[config.mk]
export PLATFORM = sky130hd
export DESIGN_NAME = blkscan_agen
export DESIGN_NICKNAME = d
export VERILOG_FILES = /design/src/rtl/blkscan_pkg.sv /design/src/rtl/blkscan_geom.sv /design/src/rtl/blkscan_walker.sv /design/src/rtl/blkscan_agen.sv
export SDC_FILE = /design/constraint.sdc
export NUM_CORES = 1
export LEC_CHECK = 0
export BUFFER_PORTS_ARGS = -buffer_cell sky130_fd_sc_hd__buf_2
export CORE_UTILIZATION = 60
export DETAILED_ROUTE_END_ITERATION = 16
export HOLD_SLACK_MARGIN = 0.15
export PLACE_DENSITY = 0.76
export SETUP_SLACK_MARGIN = 0.05
export SLEW_MARGIN = 10
export SYNTH_ARGS = -nofsm -noshare
export SYNTH_HDL_FRONTEND = slang
export SYNTH_SLANG_ARGS = --single-unit
export TNS_END_PERCENT = 1
[constraint.sdc]
create_clock -name clk -period 15.8 [get_ports clk]
set_input_delay 2.37 -clock clk [delete_from_list [all_inputs] [get_ports clk]]
set_output_delay 2.37 -clock clk [all_outputs]
set_load 0.02 [all_outputs]
[src/rtl/blkscan_pkg.sv]
package blkscan_pkg;
   typedef enum logic [1:0] {
      GSEL_FIELD_W = 2'd0,
      GSEL_FIELD_H = 2'd1,
      GSEL_TILE_W  = 2'd2,
      GSEL_TILE_H  = 2'd3
   } geom_sel_e;

   localparam int SIDE_STORE = 0;
   localparam int SIDE_FETCH = 1;
   localparam int NUM_SIDES  = 2;
endpackage

[src/rtl/blkscan_geom.sv]
module blkscan_geom
   import blkscan_pkg::*;
#(
   parameter int DIM_W = 8
) (
   input  logic             clk,
   input  logic             rst,
   input  logic             we,
   input  logic [1:0]       sel,
   input  logic [DIM_W-1:0] data,
   input  logic             busy,
   output logic [DIM_W-1:0] field_w,
   output logic [DIM_W-1:0] field_h,
   output logic [DIM_W-1:0] tile_w,
   output logic [DIM_W-1:0] tile_h,
   output logic             geom_ok,
   output logic             origin_clr
);
   logic take;
   assign take       = we && !busy;
   assign origin_clr = take;

   always_ff @(posedge clk) begin
      if (rst) begin
         field_w <= '0;
         field_h <= '0;
         tile_w  <= '0;
         tile_h  <= '0;
      end else if (take) begin
         unique case (geom_sel_e'(sel))
            GSEL_FIELD_W: field_w <= data;
            GSEL_FIELD_H: field_h <= data;
            GSEL_TILE_W:  tile_w  <= data;
            GSEL_TILE_H:  tile_h  <= data;
         endcase
      end
   end

   logic dims_nonzero;
   assign dims_nonzero = (field_w != '0) && (field_h != '0) &&
                         (tile_w  != '0) && (tile_h  != '0);

   always_comb begin
      geom_ok = 1'b0;
      if (dims_nonzero)
         geom_ok = ((field_w % tile_w) == '0) && ((field_h % tile_h) == '0);
   end

   assert_locked_R1: assert property (@(posedge clk) disable iff (rst)
      we && busy |=> $stable({field_w, field_h, tile_w, tile_h}));
endmodule

[src/rtl/blkscan_walker.sv]
module blkscan_walker #(
   parameter int DIM_W      = 8,
   parameter int ADDR_W     = 2 * DIM_W,
   parameter bit EMIT_FIRST = 1'b0
) (
   input  logic              clk,
   input  logic              rst,
   input  logic              origin_clr,
   input  logic              start,
   input  logic              single_in,
   input  logic              pix_en,
   input  logic [DIM_W-1:0]  field_w,
   input  logic [DIM_W-1:0]  field_h,
   input  logic [DIM_W-1:0]  tile_w,
   input  logic [DIM_W-1:0]  tile_h,
   input  logic              geom_ok,
   output logic [ADDR_W-1:0] addr,
   output logic              active,
   output logic              first,
   output logic              eot,
   output logic              eof,
   output logic              err
);
   localparam int SUM_W = DIM_W + 1;

   logic [DIM_W-1:0] col_q, row_q, xbase_q, ybase_q;
   logic             single_q;

   logic last_col, last_row, last_tx, last_ty, step, accept;
   logic [SUM_W-1:0] x_next, y_next;

   assign x_next   = {1'b0, xbase_q} + {1'b0, tile_w};
   assign y_next   = {1'b0, ybase_q} + {1'b0, tile_h};
   assign last_col = (col_q == tile_w - DIM_W'(1));
   assign last_row = (row_q == tile_h - DIM_W'(1));
   assign last_tx  = (x_next == {1'b0, field_w});
   assign last_ty  = (y_next == {1'b0, field_h});
   assign step     = active && pix_en;
   assign accept   = start && !active && geom_ok;

   assign eot = step && last_col && last_row;
   assign eof = eot && last_tx && last_ty;

   logic [ADDR_W-1:0] line_idx;
   assign line_idx = ADDR_W'(ybase_q) + ADDR_W'(row_q);
   assign addr     = line_idx * ADDR_W'(field_w) + ADDR_W'(xbase_q) + ADDR_W'(col_q);

   always_ff @(posedge clk) begin
      if (rst || origin_clr) begin
         col_q   <= '0;
         row_q   <= '0;
         xbase_q <= '0;
         ybase_q <= '0;
      end else if (step) begin
         if (!last_col) begin
            col_q <= col_q + DIM_W'(1);
         end else begin
            col_q <= '0;
            if (!last_row) begin
               row_q <= row_q + DIM_W'(1);
            end else begin
               row_q <= '0;
               if (!last_tx) begin
                  xbase_q <= x_next[DIM_W-1:0];
               end else begin
                  xbase_q <= '0;
                  ybase_q <= last_ty ? '0 : y_next[DIM_W-1:0];
               end
            end
         end
      end
   end

   always_ff @(posedge clk) begin
      if (rst) begin
         active   <= 1'b0;
         single_q <= 1'b0;
         err      <= 1'b0;
      end else begin
         if (accept) begin
            active   <= 1'b1;
            single_q <= single_in;
            err      <= 1'b0;
         end else if (start && !active) begin
            err <= 1'b1;
         end else if (step && (eof || (single_q && eot))) begin
            active <= 1'b0;
         end
      end
   end

   generate
      if (EMIT_FIRST) begin : g_first
         logic pend_q;
         always_ff @(posedge clk) begin
            if (rst)         pend_q <= 1'b0;
            else if (accept) pend_q <= 1'b1;
            else if (step)   pend_q <= 1'b0;
         end
         assign first = step && pend_q;

         assert_first_once_R8: assert property (@(posedge clk) disable iff (rst)
            first |=> !first);
      end else begin : g_no_first
         assign first = 1'b0;
      end
   endgenerate

   assert_stall_R5: assert property (@(posedge clk) disable iff (rst)
      active && !pix_en && !origin_clr |=> $stable(addr));
   assert_wrap_R4: assert property (@(posedge clk) disable iff (rst)
      eof |=> (addr == '0));
   assert_field_stop_R6: assert property (@(posedge clk) disable iff (rst)
      eof |=> !active);
   assert_single_stop_R7: assert property (@(posedge clk) disable iff (rst)
      eot && single_q |=> !active);
   assert_reject_R9: assert property (@(posedge clk) disable iff (rst)
      start && !active && !geom_ok |=> !active && err);
   assert_eof_in_tile_R3: assert property (@(posedge clk) disable iff (rst)
      eof |-> eot);
endmodule

[src/rtl/blkscan_agen.sv]
module blkscan_agen
   import blkscan_pkg::*;
#(
   parameter int DIM_W = 8
) (
   input  logic               clk,
   input  logic               rst,
   input  logic               cfg_we,
   input  logic               cfg_side,
   input  logic [1:0]         cfg_sel,
   input  logic [DIM_W-1:0]   cfg_data,
   input  logic               st_start,
   input  logic               st_single,
   input  logic               st_pix_en,
   output logic [2*DIM_W-1:0] st_addr,
   output logic               st_active,
   output logic               st_eot,
   output logic               st_eof,
   output logic               st_err,
   input  logic               fe_start,
   input  logic               fe_single,
   input  logic               fe_pix_en,
   output logic [2*DIM_W-1:0] fe_addr,
   output logic               fe_active,
   output logic               fe_first,
   output logic               fe_eot,
   output logic               fe_eof,
   output logic               fe_err
);
   localparam int ADDR_W = 2 * DIM_W;

   if (DIM_W < 2)  $error("DIM_W must be at least 2");
   if (DIM_W > 16) $error("DIM_W above 16 makes the address multiplier too wide");

   logic              s_start  [NUM_SIDES];
   logic              s_single [NUM_SIDES];
   logic              s_pix    [NUM_SIDES];
   logic [ADDR_W-1:0] s_addr   [NUM_SIDES];
   logic              s_active [NUM_SIDES];
   logic              s_first  [NUM_SIDES];
   logic              s_eot    [NUM_SIDES];
   logic              s_eof    [NUM_SIDES];
   logic              s_err    [NUM_SIDES];

   assign s_start[SIDE_STORE]  = st_start;
   assign s_single[SIDE_STORE] = st_single;
   assign s_pix[SIDE_STORE]    = st_pix_en;
   assign s_start[SIDE_FETCH]  = fe_start;
   assign s_single[SIDE_FETCH] = fe_single;
   assign s_pix[SIDE_FETCH]    = fe_pix_en;

   for (genvar g = 0; g < NUM_SIDES; g++) begin : g_side
      logic [DIM_W-1:0] fw, fh, tw, th;
      logic             ok, clr;

      blkscan_geom #(.DIM_W(DIM_W)) u_geom (
         .clk       (clk),
         .rst       (rst),
         .we        (cfg_we && (cfg_side == 1'(g))),
         .sel       (cfg_sel),
         .data      (cfg_data),
         .busy      (s_active[g]),
         .field_w   (fw),
         .field_h   (fh),
         .tile_w    (tw),
         .tile_h    (th),
         .geom_ok   (ok),
         .origin_clr(clr)
      );

      blkscan_walker #(
         .DIM_W     (DIM_W),
         .ADDR_W    (ADDR_W),
         .EMIT_FIRST(g == SIDE_FETCH)
      ) u_walk (
         .clk       (clk),
         .rst       (rst),
         .origin_clr(clr),
         .start     (s_start[g]),
         .single_in (s_single[g]),
         .pix_en    (s_pix[g]),
         .field_w   (fw),
         .field_h   (fh),
         .tile_w    (tw),
         .tile_h    (th),
         .geom_ok   (ok),
         .addr      (s_addr[g]),
         .active    (s_active[g]),
         .first     (s_first[g]),
         .eot       (s_eot[g]),
         .eof       (s_eof[g]),
         .err       (s_err[g])
      );
   end

   assign st_addr   = s_addr[SIDE_STORE];
   assign st_active = s_active[SIDE_STORE];
   assign st_eot    = s_eot[SIDE_STORE];
   assign st_eof    = s_eof[SIDE_STORE];
   assign st_err    = s_err[SIDE_STORE];
   assign fe_addr   = s_addr[SIDE_FETCH];
   assign fe_active = s_active[SIDE_FETCH];
   assign fe_first  = s_first[SIDE_FETCH];
   assign fe_eot    = s_eot[SIDE_FETCH];
   assign fe_eof    = s_eof[SIDE_FETCH];
   assign fe_err    = s_err[SIDE_FETCH];

   assert_store_quiet_R12: assert property (@(posedge clk) disable iff (rst)
      !st_active && !st_start && !(cfg_we && !cfg_side) |=> $stable(st_addr));
endmodule

# Yosys cells after proc, flatten, opt, wreduce, memory -nomap -nowiden
# Cells that the tools add are included.
# W data, S select, Z words.
totals:
  ff_bits: 135
  in_bits: 20
  out_inout_bits: 41
  wordCells: 150
classes:
  addsub: 18
  n_mul: 2
  div: 4
  n_eq_ne: 13
  n_mux: 18
  bitwise_logic: 1
  reduce_logical: 71
ops:
  columns: ["op", "count"]
  rows:
  - ["$add A16 B8 Y16", 4]
  - ["$mux W8", 8]
  - ["$reduce_bool A8 Y1", 8]
  - ["$add A8 B8 Y9", 6]
  - ["$eq A9 B8 Y1", 4]
  - ["$add A8 B1 Y8 const B", 4]
  - ["$eq A8 B8 Y1", 4]
  - ["$logic_not A8 Y1", 4]
  - ["$mod A8 B8 Y8", 4]
  - ["$mul A16 B8 Y16", 2]
  - ["$sub A8 B1 Y8 const B", 4]
  - ["$logic_and A1 B1 Y1", 31]
  - ["$reduce_and A2 Y1", 12]
  - ["$mux W1", 10]
  - ["$reduce_and A4 Y1", 2]
  - ["$reduce_and A3 Y1", 2]
  - ["$reduce_bool A2 Y1", 3]
  - ["$eq A2 B2 Y1 const B", 2]
  - ["$logic_or A1 B1 Y1", 4]
  - ["$ne A2 B1 Y1 const B", 2]
  - ["$reduce_or A2 Y1", 2]
  - ["$eq A2 B1 Y1 const B", 1]
  - ["$logic_not A1 Y1", 2]
  - ["$logic_not A2 Y1", 1]
  - ["$not A1 Y1", 1]

# Logic depth before layout (Yosys ltp)
logic_depth:
  word_depth: 11
  mapped_depth: 54
  mapped_depth_nobuf: 52

# Modules after synthesis
# Synthesis repeated with hierarchy kept, for this count alone.
hier_totals:
  cells_unflattened: 2897
  hier_area_um2: 22879.4
modules_own_cells:
  columns: ["mod", "n_inst", "cells_per_inst", "area_each_um2", "seq_area_each_um2"]
  rows:
  - ["blkscan_walker at g_side[0].u_walk", 1, 782, 6536.3, 700.7]
  - ["blkscan_walker at g_side[1].u_walk", 1, 753, 6288.5, 720.7]
  - ["blkscan_geom at g_side[1].u_geom", 1, 710, 5161.2, 640.6]
  - ["blkscan_geom at g_side[0].u_geom", 1, 650, 4877.2, 640.6]
  - ["blkscan_agen", 1, 2, 16.3, 0.0]

# Worst setup path after synthesis
# No wires, ideal clock.
synth_path:
  kind: "flip-flop to flip-flop"
  from: "register g_side[1].u_geom.tile_w[7]"
  to: "register g_side[1].u_walk.single_q"
  t_arrival_ns: 11.632
  required_ns: 15.728
  path_slack_ns: 4.096
  path_stages_with_launch: 51
  path_buffers: 3
  period_less_slack_ns: 11.704
  path_cell_list: "dfxtp_1 > clkbuf_1 > nor3_1 > and4_1 > nor2_1 > ha_1 > or4b_2 > a21oi_1 > nor2_1 > ha_1 > a21oi_1 > a2111oi_4 > o21ai_0 > o21a_1 > ha_1 > a21o_1 > o21a_1 > o21ai_0 > [... 15 more ...] > ha_1 > o21a_1 > o21ai_0 > a21oi_1 > a31oi_1 > clkbuf_1 > o21ai_0 > ha_1 > nor2b_1 > o21ai_0 > nand2b_1 > a21o_1 > a21o_1 > a211o_1 > a21o_1 > nor4bb_1 > o22a_1 > mux2i_1"
synth_via:
  elab_chain_len: 5
  word_cells_on_any_way: 8
  cone_classes: "div (1); mux (1); reduce/logical (6)"
synth_lines:
  columns: ["element", "line_no", "text"]
  rows:
  - ["from (decl)", "blkscan_geom.sv:14", "output logic [DIM_W-1:0] tile_w,"]
  - ["from (signal assigned)", "blkscan_geom.sv:33", "GSEL_TILE_W: tile_w <= data;"]
  - ["$mod A8 B8 Y8 / $reduce_bool A8 Y1 (equally long branches)", "blkscan_geom.sv:46, blkscan_geom.sv:41", null]
  - ["$logic_not A8 Y1 / $logic_and A1 B1 Y1 (equally long branches)", "blkscan_geom.sv:46, blkscan_geom.sv:40", null]
  - ["$logic_and A1 B1 Y1 (on tied branches)", "blkscan_geom.sv:46, blkscan_geom.sv:41", null]
  - ["$mux W1 *", "blkscan_geom.sv:45", "if (dims_nonzero)"]
  - ["$logic_and A1 B1 Y1 *", "blkscan_walker.sv:39", "assign accept = start && !active && geom_ok;"]
  - ["to (signal assigned)", "blkscan_walker.sv:82", "single_q <= single_in;"]
  - ["to (decl)", "blkscan_walker.sv:27", "logic single_q;"]
# Every way passes the cells marked *; elsewhere a longest branch is shown, timed or not.
# A chain may end at the register's enable or synchronous reset.

# Worst setup path after layout
# Ends and elaborated chain as after synthesis.

==> impl_metrics.tcl <==
set metrics [dict create \
    synth-async-reset-ratio 0 \
    sequential_cell_area_sq_mm 0.00270 \
    maxCapViolations 0 \
    worst-path-max-fanout 14 \
    timing.final.setup_violations 0 \
    rrSetupSlack_ns 2.20 \
    netlist_instances 2667 \
    worst_max_slew_pin_slew_ns 1.17 \
    timing.setup.critical_path_class "register to register" \
    postCtsHoldBufs 0 \
    die_ar_sq_mm 0.0364 \
    io_buf_count 60 \
    grt_first_pass_wirelength_mm 93.9 \
    floorplan.io_pins 61 \
    synthesis.nets 3111 \
    vias_per_cell 6.17 \
    fp.dieW_um 191 \
    wl_met2_mm 27.6 \
    whs_ns 0.483 \
    met3_wirelength_mm 2.35 \
    area_growth_syn_to_layout_pct 5.34 \
    postRouteAntennaNets 0 \
    clock_tree.htree_level_count 4 \
    unrepaired_setup_endpoints_after_global_routing "no" \
    cts.reportedPaths.clkPinSlew_ns 0.06 \
    postCtsResizedCells 0 \
    achievable-frequency_mhz 73.5 \
    post_synth_and_or_nand_nor_area_fraction 0.194 \
    seq_area_frac_synth 0.126 \
    clkLatencyLatePin_ns 0.44 \
    drt-met1-wl_mm 24.8 \
    grt_antenna_before_repair 0 \
    initial_utilization 0.615 \
    hold_path.class "register to register" \
    ys_dominant_reg_cell "dfxtp_1" \
    post-route-drc-count 0 \
    setup_tns_ns 0 \
    detailedPlace.worstSlack_ns 2.42 \
    multiplexer_area_fraction_after_synthesis 0.0519 \
    final_critical_path_setup_slack_ns 2.20 \
    layout_worst_path_cycle_share 0.861 \
    gr-total-overflow 0 \
    worst_path_largest_cell_delay_ns 0.90 \
    critical_path_arrival_ns 13.96 \
    coreArea_sq_mm 0.0348 \
    worst_path_most_repeated_cell "ha_1" \
    final_cell_mix "ha_1 (306), inv_1 (266), nor2_1 (233)" \
    worst_r2r_endpoint "g_side[1].u_walk.single_q$_SDFFE_PP0P_" \
    worstReg2RegStart "g_side[1].u_geom.tile_w[7]$_SDFFE_PP0P_" \
    run_status "finished, final reports clean" \
    gpl.final_weighted_congestion 0.905 \
    pin_count_of_the_biggest_net_entering_global_routing 75 \
    layout-drive-gt1-share 0.0602 \
    final-max-slew-violation-count 0 \
    timing.hold.worst_endpoint "g_side[1].u_walk.ybase_q[2]$_SDFFE_PP0P_" \
    critPathRequiredTime_ns 16.16 \
    hpwlAfterDp_mm 44.6 \
    synth-edff-count 0 \
    clk_root_buffer_cell "clkbuf_16" \
    antennaDiodeCount 0 \
    worst_r2r_path_depth 47 \
    vias 19300 \
    synth_compound_gate_area_share 0.188 \
    grt_pass1_vias 19400 \
    postCtsSetupBuffers 0 \
    finalWorstPathRequiredPeriod_ns 13.60 \
    dr_wl_cell_um 18.0 \
    number_of_buffers_inserted_during_clock_tree_synthesis 17 \
    ys_warnings 0 \
    synth.lib_cells_used.distinct 88 \
    top_layer "met4" \
    cp-end-kind "register" \
    nNetsFinal 3105 \
    drt_pre_antenna_iters 5 \
    slowest_cell_on_crit_path "a31oi_1" \
    worst_hold_path.num_cells 2 \
    cts.path.max_buffers 2 \
    cts_tree "built" \
    drt_first_iter_violations 1200 \
    n_fill_cell 3034 \
    syn_area_per_cell_sq_um 8.02 \
    mappedNetlistArea_sq_mm 0.0214 \
    grt.total_usage 0.317 \
    synth_seq_cells 135 \
    maxSlewHeadroom 0.219 \
    final-hold-violation-count 0 \
    synthAdderAreaFrac 0.290 \
    clkSinkCount 135 \
    post_synth_xor_area_fraction 0.0852 \
    floorplan.rows 68 \
    final.setup_skew_ns 0.00904 \
    critical_path.startpoint_type "register" \
    dominant_combinational_cell_family_by_area_after_synthesis "adder cells" \
    multi_input_combinational_cell_area_sq_mm 0.0173 \
    finalWirelength_mm 56.4 \
    hold_path_startpoint "g_side[1].u_walk.ybase_q[2]$_SDFFE_PP0P_" \
    mostFrequentLayoutCell "ha_1" \
    die_height_um 191 \
]
## layer usage
metal  track usage  up-vias
met1         0.387     9306
met4         0.109        0
li1              -     9368
met2         0.573      514
met5             0        -
met3        0.0340      122
## metrics by stage
stage	utilization	instances	area, sq um
2_1_floorplan	-	2667	21400
3_3_place_gp	0.631	3097	21900
3_5_place_dp	0.631	3097	21900
4_1_cts	0.647	3128	22500
5_1_grt	0.647	3128	22500
6_report	0.647	3128	22500
## critical path: cells and delay by family (launching register included)
| family | cells | cell delay (ns) |
|---|---|---|
| AOI/OAI and AO/OA | 29 | 7.98 |
| muxes | 2 | 0.62 |
| adders and majority gates | 7 | 2.11 |
| DFF | 1 | 0.43 |
| buffers and inverters | 1 | 0.08 |
| and+or+nand+nor | 8 | 2.31 |
## kinds of logic after synthesis
family | Yosys count
flops | 135
simple gates | 841
fa+ha+maj | 424
mux | 107
compound gates | 595
buf+inv | 360
xor+xnor | 205
## sequential cells by signal, indices dropped and copies added (netlist names)
name                          count
g_side.u_geom.tile_h             16
g_side.u_walk.active              2
g_side.u_geom.tile_w             16
g_side.u_walk.ybase_q            16
g_side.u_walk.single_q            2
g_side.u_walk.xbase_q            16
g_side.u_geom.field_h            16
g_side.u_walk.col_q              16
g_side.u_walk.err                 2
g_side.u_geom.field_w            16
g_side.u_walk.g_first.pend_q      1
g_side.u_walk.row_q              16
## area by class of cell
class | count | area share
Clock buffer | 17 | 0.0189
Clock inverter | 14 | 0.00678
Inverter | 266 | 0.0443
Tap cell | 455 | 0.0253
Timing Repair Buffer | 69 | 0.0163
Sequential cell | 135 | 0.120
Multi-Input combinational cell | 2172 | 0.768
## cells in the mapped netlist, types with 45 or more instances
cell / count / area share
inv_1: 266 / 0.047
mux2i_1: 88 / 0.041
nor2_1: 233 / 0.041
nor2b_1: 46 / 0.013
nand3_1: 45 / 0.011
and2_1: 55 / 0.016
o21a_1: 51 / 0.018
clkbuf_1: 83 / 0.015
a21oi_1: 139 / 0.033
fa_1: 118 / 0.11
nor3_1: 70 / 0.016
nand2_1: 206 / 0.036
dfxtp_1: 135 / 0.13
xnor2_1: 123 / 0.050
o21ai_0: 125 / 0.029
ha_1: 306 / 0.18
xor2_1: 80 / 0.033
## worst max path at each step
| stage | from | depth (start not counted) | end | slack, ns |
|---|---|---|---|---|
| finish | g_side[1].u_geom.tile_w[7]$_SDFFE_PP0P_ | 47 | g_side[1].u_walk.single_q$_SDFFE_PP0P_ | 2.20 |
| global route | g_side[1].u_geom.tile_w[6]$_SDFFE_PP0P_ | 48 | g_side[1].u_walk.single_q$_SDFFE_PP0P_ | 0.86 |
| CTS | g_side[1].u_geom.tile_w[7]$_SDFFE_PP0P_ | 47 | g_side[1].u_walk.single_q$_SDFFE_PP0P_ | 2.34 |
| detailed placement | g_side[1].u_geom.tile_w[7]$_SDFFE_PP0P_ | 47 | g_side[1].u_walk.single_q$_SDFFE_PP0P_ | 2.42 |
| global placement | g_side[1].u_geom.tile_w[7]$_SDFFE_PP0P_ | 48 | g_side[1].u_walk.single_q$_SDFFE_PP0P_ | 2.72 |
| floorplan | g_side[1].u_geom.tile_w[7]$_SDFFE_PP0P_ | 50 | g_side[1].u_walk.single_q$_SDFFE_PP0P_ | 4.10 |
Power is left out: the tool's default activity adds up to more than one toggle a clock period on the data nets, which glitch-free logic cannot reach.
